File: src/rtl/zbt_pkg.sv
`timescale 1ns/1ps
package zbt_pkg;
  localparam int LANE_W = 9;
  localparam int LANES  = 4;
  localparam int WORD_W = LANE_W * LANES;

  typedef struct packed {
    logic             vld;
    logic             wr;
    logic [LANES-1:0] bwe_n;
  } op_t;
endpackage

File: src/rtl/zbt_cmd_stage.sv
`timescale 1ns/1ps
module zbt_cmd_stage
  import zbt_pkg::*;
#(
  parameter int ADDR_W = 6
) (
  input  logic              clk,
  input  logic              rst_n,
  input  logic              ce,
  input  logic              adv_ld,
  input  logic              rd_wr,
  input  logic              sel,
  input  logic [ADDR_W-1:0] addr,
  input  logic [LANES-1:0]  bwe_n,
  output op_t               op_o,
  output logic [ADDR_W-1:0] addr_o
);
  op_t               op_q, op_n;
  logic [ADDR_W-1:0] addr_q, addr_n;
  logic              brst_q, brst_n;

  always_comb begin
    op_n   = op_q;
    addr_n = addr_q;
    brst_n = brst_q;
    if (ce) begin
      if (!adv_ld) begin
        if (sel) begin
          op_n.vld   = 1'b1;
          op_n.wr    = !rd_wr;
          op_n.bwe_n = bwe_n;
          addr_n     = addr;
          brst_n     = 1'b1;
        end else begin
          op_n.vld = 1'b0;
          brst_n   = 1'b0;
        end
      end else if (brst_q) begin
        op_n.vld   = 1'b1;
        op_n.bwe_n = bwe_n;
        addr_n     = {addr_q[ADDR_W-1:2], addr_q[1:0] + 2'd1};
      end else begin
        op_n.vld = 1'b0;
      end
    end
  end

  always_ff @(posedge clk or negedge rst_n) begin
    if (!rst_n) begin
      op_q   <= '0;
      addr_q <= '0;
      brst_q <= 1'b0;
    end else if (ce) begin
      op_q   <= op_n;
      addr_q <= addr_n;
      brst_q <= brst_n;
    end
  end

  assign op_o   = op_q;
  assign addr_o = addr_q;

  p_freeze_r4: assert property (@(posedge clk) disable iff (!rst_n)
    !ce |=> $stable(op_q) && $stable(addr_q));

  p_deselect_r5: assert property (@(posedge clk) disable iff (!rst_n)
    ce && !adv_ld && !sel |=> !op_q.vld);

  p_load_r2: assert property (@(posedge clk) disable iff (!rst_n)
    ce && !adv_ld && sel |=> op_q.vld && addr_q == $past(addr) && op_q.wr == !$past(rd_wr));

  p_burst_step_r9: assert property (@(posedge clk) disable iff (!rst_n)
    ce && adv_ld && op_q.vld |=> op_q.vld && addr_q[1:0] == $past(addr_q[1:0]) + 2'd1
                                 && addr_q[ADDR_W-1:2] == $past(addr_q[ADDR_W-1:2]));

  p_idle_r10: assert property (@(posedge clk) disable iff (!rst_n)
    ce && adv_ld && !op_q.vld |=> !op_q.vld);
endmodule

File: src/rtl/zbt_array.sv
`timescale 1ns/1ps
module zbt_array
  import zbt_pkg::*;
#(
  parameter int ADDR_W = 6
) (
  input  logic              clk,
  input  logic              we,
  input  logic [LANES-1:0]  bwe_n,
  input  logic [ADDR_W-1:0] addr,
  input  logic [WORD_W-1:0] wdata,
  output logic [WORD_W-1:0] rdata
);
  localparam int DEPTH = 1 << ADDR_W;

  for (genvar k = 0; k < LANES; k++) begin : g_lane
    logic [LANE_W-1:0] lane_mem [DEPTH];
    logic              lane_we;

    assign lane_we = we && !bwe_n[k];

    always_ff @(posedge clk) begin
      if (lane_we) lane_mem[addr] <= wdata[k*LANE_W +: LANE_W];
    end

    assign rdata[k*LANE_W +: LANE_W] = lane_mem[addr];
  end
endmodule

File: src/rtl/zbt_sram_ft.sv
`timescale 1ns/1ps
module zbt_sram_ft
  import zbt_pkg::*;
#(
  parameter int ADDR_W = 6
) (
  input  logic              clk,
  input  logic              rst_n,
  input  logic              cken_n_i,
  input  logic              adv_ld_i,
  input  logic              rd_wr_i,
  input  logic              cs_a_n_i,
  input  logic              cs_b_i,
  input  logic              cs_c_n_i,
  input  logic [ADDR_W-1:0] addr_i,
  input  logic [3:0]        bwe_n_i,
  input  logic              oe_n_i,
  input  logic [35:0]       dq_i,
  output logic [35:0]       dq_o,
  output logic              dq_oe_o
);
  logic              ce, sel, we;
  op_t               op;
  logic [ADDR_W-1:0] op_addr;
  logic [WORD_W-1:0] rd_word;

  assign ce  = !cken_n_i;
  assign sel = !cs_a_n_i && cs_b_i && !cs_c_n_i;

  zbt_cmd_stage #(.ADDR_W(ADDR_W)) u_cmd (
    .clk    (clk),
    .rst_n  (rst_n),
    .ce     (ce),
    .adv_ld (adv_ld_i),
    .rd_wr  (rd_wr_i),
    .sel    (sel),
    .addr   (addr_i),
    .bwe_n  (bwe_n_i),
    .op_o   (op),
    .addr_o (op_addr)
  );

  assign we = ce && op.vld && op.wr;

  zbt_array #(.ADDR_W(ADDR_W)) u_mem (
    .clk   (clk),
    .we    (we),
    .bwe_n (op.bwe_n),
    .addr  (op_addr),
    .wdata (dq_i),
    .rdata (rd_word)
  );

  assign dq_o    = rd_word;
  assign dq_oe_o = op.vld && !op.wr && !oe_n_i;

  p_write_bus_off_r6: assert property (@(posedge clk) disable iff (!rst_n)
    !cken_n_i && !adv_ld_i && !cs_a_n_i && cs_b_i && !cs_c_n_i && !rd_wr_i |=> !dq_oe_o);

  p_oe_hold_r4: assert property (@(posedge clk) disable iff (!rst_n)
    cken_n_i && $stable(oe_n_i) |=> $stable(dq_oe_o));
endmodule

File: config.mk
export PLATFORM = sky130hd
export DESIGN_NAME = zbt_sram_ft
export DESIGN_NICKNAME = d
export VERILOG_FILES = /design/src/rtl/zbt_pkg.sv /design/src/rtl/zbt_cmd_stage.sv /design/src/rtl/zbt_array.sv /design/src/rtl/zbt_sram_ft.sv
export SDC_FILE = /design/constraint.sdc
export NUM_CORES = 2
export LEC_CHECK = 0
export BUFFER_PORTS_ARGS = -buffer_cell sky130_fd_sc_hd__buf_2
export CELL_PAD_IN_SITES_DETAIL_PLACEMENT = 0
export CELL_PAD_IN_SITES_GLOBAL_PLACEMENT = 1
export CORE_UTILIZATION = 30
export CTS_CLUSTER_DIAMETER = 120
export DETAILED_ROUTE_END_ITERATION = 10
export PLACE_DENSITY = 0.54
export SETUP_SLACK_MARGIN = 0.4
export SLEW_MARGIN = 20
export SYNTH_ARGS = -nofsm -noshare
export SYNTH_HDL_FRONTEND = slang
export SYNTH_SLANG_ARGS = --single-unit
File: constraint.sdc
create_clock -name clk -period 2.9 [get_ports clk]
set_input_delay 0.145 -clock clk [delete_from_list [all_inputs] [get_ports clk]]
set_output_delay 0.145 -clock clk [all_outputs]
set_load 0.05 [all_outputs]
---- Yosys cells after proc, flatten, opt, wreduce, memory -nomap -nowiden ----
Memory sizes are Yosys's and may differ from the RTL's.
Cells that the tools add are included.
storage, ports and cells
  bits of input ports ..................... 55
  bits in registers ....................... 13
  memories kept ........................... 4
  latch bits .............................. 0
  word-level logic and storage cells ...... 55
  RAM bits ................................ 2,304
  bits in read-only memories .............. 0
  output and inout port bits .............. 37
memory list
  name                      words  bits a word  rd ports  clocked after memory_dff  wr ports  RTL line         text
  u_mem.g_lane[0].lane_mem  64     9            1         0                         1         zbt_array.sv:17  logic [LANE_W-1:0] lane_mem [DEPTH];
  u_mem.g_lane[1].lane_mem  64     9            1         0                         1         zbt_array.sv:17
  u_mem.g_lane[2].lane_mem  64     9            1         0                         1         zbt_array.sv:17
  u_mem.g_lane[3].lane_mem  64     9            1         0                         1         zbt_array.sv:17
operators by class
  divide/modulo/power cells ............... 0
  equal/unequal tests ..................... 1
  multipliers ............................. 0
  shift-type cells ........................ 0
  reduce and logical (&&, ||, !) cells .... 24
  bitwise gates (word level) .............. 2
  $add $sub $neg .......................... 1
  $lt $le $gt $ge ......................... 0
  multiplexer cells ....................... 17
operator list
  cell                                                                      count
  4-bit 2-to-1 mux                                                          3
  6-bit 2-to-1 mux                                                          2
  1-bit 2-to-1 mux                                                          11
  1-bit logical AND                                                         10
  1-bit logical NOT                                                         10
  3-bit AND reduction                                                       2
  2-bit by 1-bit adder with 2-bit output (second input constant)            1
  2-bit 2-to-1 mux                                                          1
  2-bit by 1-bit inequality test with 1-bit output (second input constant)  1
  1-bit NOT                                                                 2
  2-bit AND reduction                                                       1
  2-bit nonzero test                                                        1

---- Logic depth before layout (Yosys ltp) ----
  word-level depth ........................ 6
  depth in mapped cells ................... 11
  mapped depth without buffers ............ 5

---- By module ----
From an unflattened synthesis, not the netlist that was laid out.
unflattened totals
  cells, all modules ...................... 5,209
  area, all modules ....................... 89,079.2 sq um
modules (own cells, without submodules)
  module         area an instance (sq um)  times used  cells an instance
  zbt_array      88,478.6                  1           5,163
  zbt_cmd_stage  563.0                     1           42
  zbt_sram_ft    37.5                      1           4

---- Least setup slack after synthesis ----
OpenSTA, ideal clock, no wires.
  path type ............................... register -> output
  start point ............................. register u_cmd.addr_q[2] (netlist: u_cmd.addr_o[2])
  end point ............................... output dq_o[2]
  slack ................................... 0.377 ns
  buffers on the path ..................... 5
  stages on the path, launching flop included .. 10
  arrival ................................. 2.378 ns
  data required time ...................... 2.755 ns
  path through ............................ dfrtp_1 buf_6 buf_6 and2_1 buf_2 buf_2 buf_1 a22o_1 a221oi_1 o2111ai_1
on the way
  longest elaborated chain between the ends .. 1
RTL lines
  element                 RTL line             text
  from (decl)             zbt_cmd_stage.sv:19  logic [ADDR_W-1:0] addr_q, addr_n;
  from (signal assigned)  zbt_cmd_stage.sv:55  addr_q <= addr_n;
  memory 64 x 9 bit       n/a
  to (decl)               zbt_sram_ft.sv:19    output logic [35:0] dq_o,
No other way between the ends.

---- Worst setup path after layout ----
  start point ............................. register u_cmd.addr_q[1] (netlist: u_cmd.addr_o[1])
  end point ............................... output dq_o[29]
Same word-level chain as after synthesis.

==> flow_metrics.py <==
metrics = {
    "outcome": {
        "status": "finished with violations",
        "violations": "hold timing, setup timing",
    },
    "setup_path": {
        "crit_start": "u_cmd.addr_o[1]",
        "setup.worst_path.end": "dq_o[29]",
        "reg2reg_from": "u_cmd.addr_o[1]",
        "cp_slowest_cell": "a222oi_1",
        "r2r_cells": 17,
        "cp_common_cell": "buf_4",
        "required_ns": 2.76,
        "critPathLaunchType": "flop",
        "r2r_end": "u_mem.g_lane[0].lane_mem[17][3]",
        "cp_max_fo": 8,
        "critPathArrivalTime_ns": 4.49,
        "critical_path.cell_chain": "buf_12 > buf_4 > and3b_1 > buf_6 > a22oi_2 > buf_4 > o211ai_1 > a222oi_1 > nand4_1 > buf_4 > buf_12",
        "critPathMaxStageDelay_ns": 0.82,
        "r2r_slack_ns": -0.12,
        "crit_type": "flop to output port",
        "worstSetupEndpointType": "output port",
    },
    "power_and_ir_drop": {
        "p_int_uw": 72900,
        "power_frac_seq": 0.334,
        "vdd.ir_drop.worst_mv": 0.722,
        "clkPwrFrac": 0.291,
        "p_sw_uw": 37900,
        "powerDensity_nw_per_um2": 932,
        "switching_share": 0.342,
        "pwr-share-comb": 0.375,
        "power.total_uw": 111000,
        "p_leak_uw": 0.0387,
    },
    "synthesis": {
        "synth-seq-cells": 2317,
        "yosys-top-cells-area": "edfxtp_1 (77%), a221oi_1 (5.2%), mux4_2 (1.7%)",
        "yosys_warnings": 0,
        "ys_seq_area_frac": 0.772,
        "netlist.area_leader.share": 0.768,
        "netlist.top_cell.by_area": "edfxtp_1",
        "synth_edf_count": 2304,
        "syn_inst": 5196,
        "synth-async-reset-ratio": 0.00561,
        "ys_types": 66,
        "synth_ff_type": "edfxtp_1",
        "syn-cell-area_um2": 90100,
        "syn_nets": 5251,
        "avgSynthCellArea_um2": 17.3,
    },
    "job": {
        "cap_violations": 0,
    },
    "place": {
        "post-place-cells": 9802,
        "port_buffers": 91,
        "gp_congestion": 0.885,
        "place_hpwl_mm": 234,
    },
    "layout": {
        "drive_gt1_frac": 0.337,
        "syn_to_final_growth_pct": 31.9,
        "final_common_cell": "edfxtp_1",
        "regArea_um2": 69500,
        "most-common-layout-cells": "edfxtp_1 (2304), buf_4 (743), a221oi_1 (423)",
        "multi_input_area_um2": 21200,
        "fillers": 26981,
        "finalNetCount": 6390,
        "instances_no_fill": 10476,
        "post-route-util": 0.399,
    },
    "timing": {
        "skew_ns": 0.0357,
        "rsz0062_at_grt": "true",
        "relSlewSlack": 0.166,
        "tightestPinTransition_ns": 1.25,
        "finalCritPeriodShare": 1.60,
        "min_period_ns": 4.64,
        "setup_viol": 148,
        "hold_viol": 1,
        "hold_ws_ns": -0.00280,
        "clock.fmax_ghz": 0.216,
        "setup_ws_ns": -1.74,
        "slew_viol_final": 0,
    },
    "route": {
        "ant_nets": 0,
        "drc": 0,
        "vias": 58726,
        "vias_per_cell": 5.61,
        "dr.pass1.iters": 6,
        "wl_per_cell_um": 34.0,
        "drtIter0Drc": 7666,
        "wirelength_mm": 357,
    },
    "global_route": {
        "grt_first_pass_wirelength_mm": 480,
        "track_usage": 0.229,
        "grt_pass1_vias": 56736,
        "overflow": 0,
        "grt_max_degree": 65,
        "antenna_found_initial": 30,
    },
    "clocking": {
        "cts_buffers": 266,
        "clk_latency_ns": 0.87,
        "h-tree-depth": 5,
        "path_clk_slew_ns": 0.06,
        "clockRootBuffer": "clkbuf_16",
        "clock_tree.buffer_depth": 4,
        "cts_sinks": 2317,
        "cts_tree": "yes",
    },
    "floorplan": {
        "die_y_um": 550,
        "num_io_pins": 92,
        "start_util": 0.303,
        "core_area_um2": 298000,
        "die_width_um": 550,
        "die_area_um2": 303000,
        "fp-row-count": 200,
    },
    "worst_hold_path": {
        "hp-class": "input pin to flop",
    },
}
-- timing repair --
item	4_1_cts	5_1_grt
gates resized for setup	499	255
pin swaps	130	120
hold buffers	45	6
endpoints found under the hold margin	1024	358
buffers inserted	81	33
cloned	26	13
endpoints found under the setup margin	1887	1705
-- metrics by stage --
stage	instance area (um^2)	setup slack [ns]	hold WS, ns	setup TNS (ns)
floorplan	90100	0.394	-0.151	0
global placement	105000	-1.07	0.189	-18.60
detailed placement	105000	-1.04	0.193	-16.39
CTS	117000	-1.73	0.00106	-54.81
global route	119000	-1.59	0.00496	-52.13
finish	119000	-1.74	-0.00280	-45.05
-- metal layers --
metal  vias to the layer above  global-route usage  part of all wire
li1                      24076                   -                 -
met1                     31155               0.318              0.42
met2                      2871               0.360              0.46
met3                       608              0.0391             0.080
met4                        16              0.0813             0.041
met5                         -                   0           0.00029
-- registers in the layout (all words and copies together), names as in the netlist --
register               cells
u_mem.g_lane.lane_mem   2304
u_cmd.addr_o               6
u_cmd.op_o                 6
u_cmd.brst_q               1
-- synthesized netlist by cell type, drive strengths merged, types with 7 or more instances --
master	number
dfrtp	13
nor3	25
a211oi	7
o22a	25
nand2	145
buf	247
nand4	23
a221o	28
o21ai	52
a21oi	148
o2111ai	11
o2bb2ai	19
and2	8
a22oi	177
nand2b	20
edfxtp	2304
and3	26
nand3b	121
a31oi	16
mux4	67
nor3b	27
clkbuf	199
and3b	8
a2111oi	20
nor2	281
mux2	83
nand3	62
a221oi	541
a222oi	13
a22o	20
or3b	52
o22ai	166
mux2i	142
o41a	25
o211ai	20
-- cell type report --
type                    instances  area share
well taps                    3939      0.0415
repair buffers               1317       0.126
clock inverters               112     0.00873
multi-input cells            2428       0.178
inverters                       5    0.000421
diodes                          9    0.000189
clock buffers                 349      0.0597
flip-flops and latches       2317       0.585
-- critical path: cells and delay by family, from the launching register on --
kind | cells | cell delay, ns
flip-flops | 1 | 0.52
AND/OR/NAND/NOR | 2 | 0.86
buffers and inverters | 6 | 1.13
AO/OA/AOI/OAI | 3 | 1.11
-- how the worst min path moves through the flow --
stage / from / endpoint / slack (ns) / cells past startpoint
floorplan: rst_n / u_cmd.addr_o[0] / -0.15 / 0
finish: dq_i[10] / u_mem.g_lane[1].lane_mem[0][1] / -0.003 / 2
CTS: dq_i[10] / u_mem.g_lane[1].lane_mem[0][1] / 0.001 / 2
global route: dq_i[10] / u_mem.g_lane[1].lane_mem[0][1] / 0.005 / 2
detailed placement: rst_n / u_cmd.addr_o[5] / 0.19 / 1
global placement: rst_n / u_cmd.addr_o[5] / 0.19 / 1
-- kinds of logic (layout without fill, tap and decap cells) --
logic type | Yosys count | after routing | synth area share
multiplexers | 292 | 292 | 0.0429
other | 0 | 9 | 0
flip-flops | 2317 | 2317 | 0.772
AND/OR/NAND/NOR | 821 | 821 | 0.0481
buffers and inverters | 451 | 1783 | 0.0239
AO/OA/AOI/OAI | 1315 | 1315 | 0.113
-- power groups by stage --
stage	combinational (uW)	clock, uW	sequential, uW
final	41500	32300	37000
after detailed placement	34800	0	37700
after floorplan	15500	0	37600
after global routing	42600	33900	37000
after CTS	39600	32700	37000
after global placement	34700	0	37700
Power figures use the tool's default switching activity.
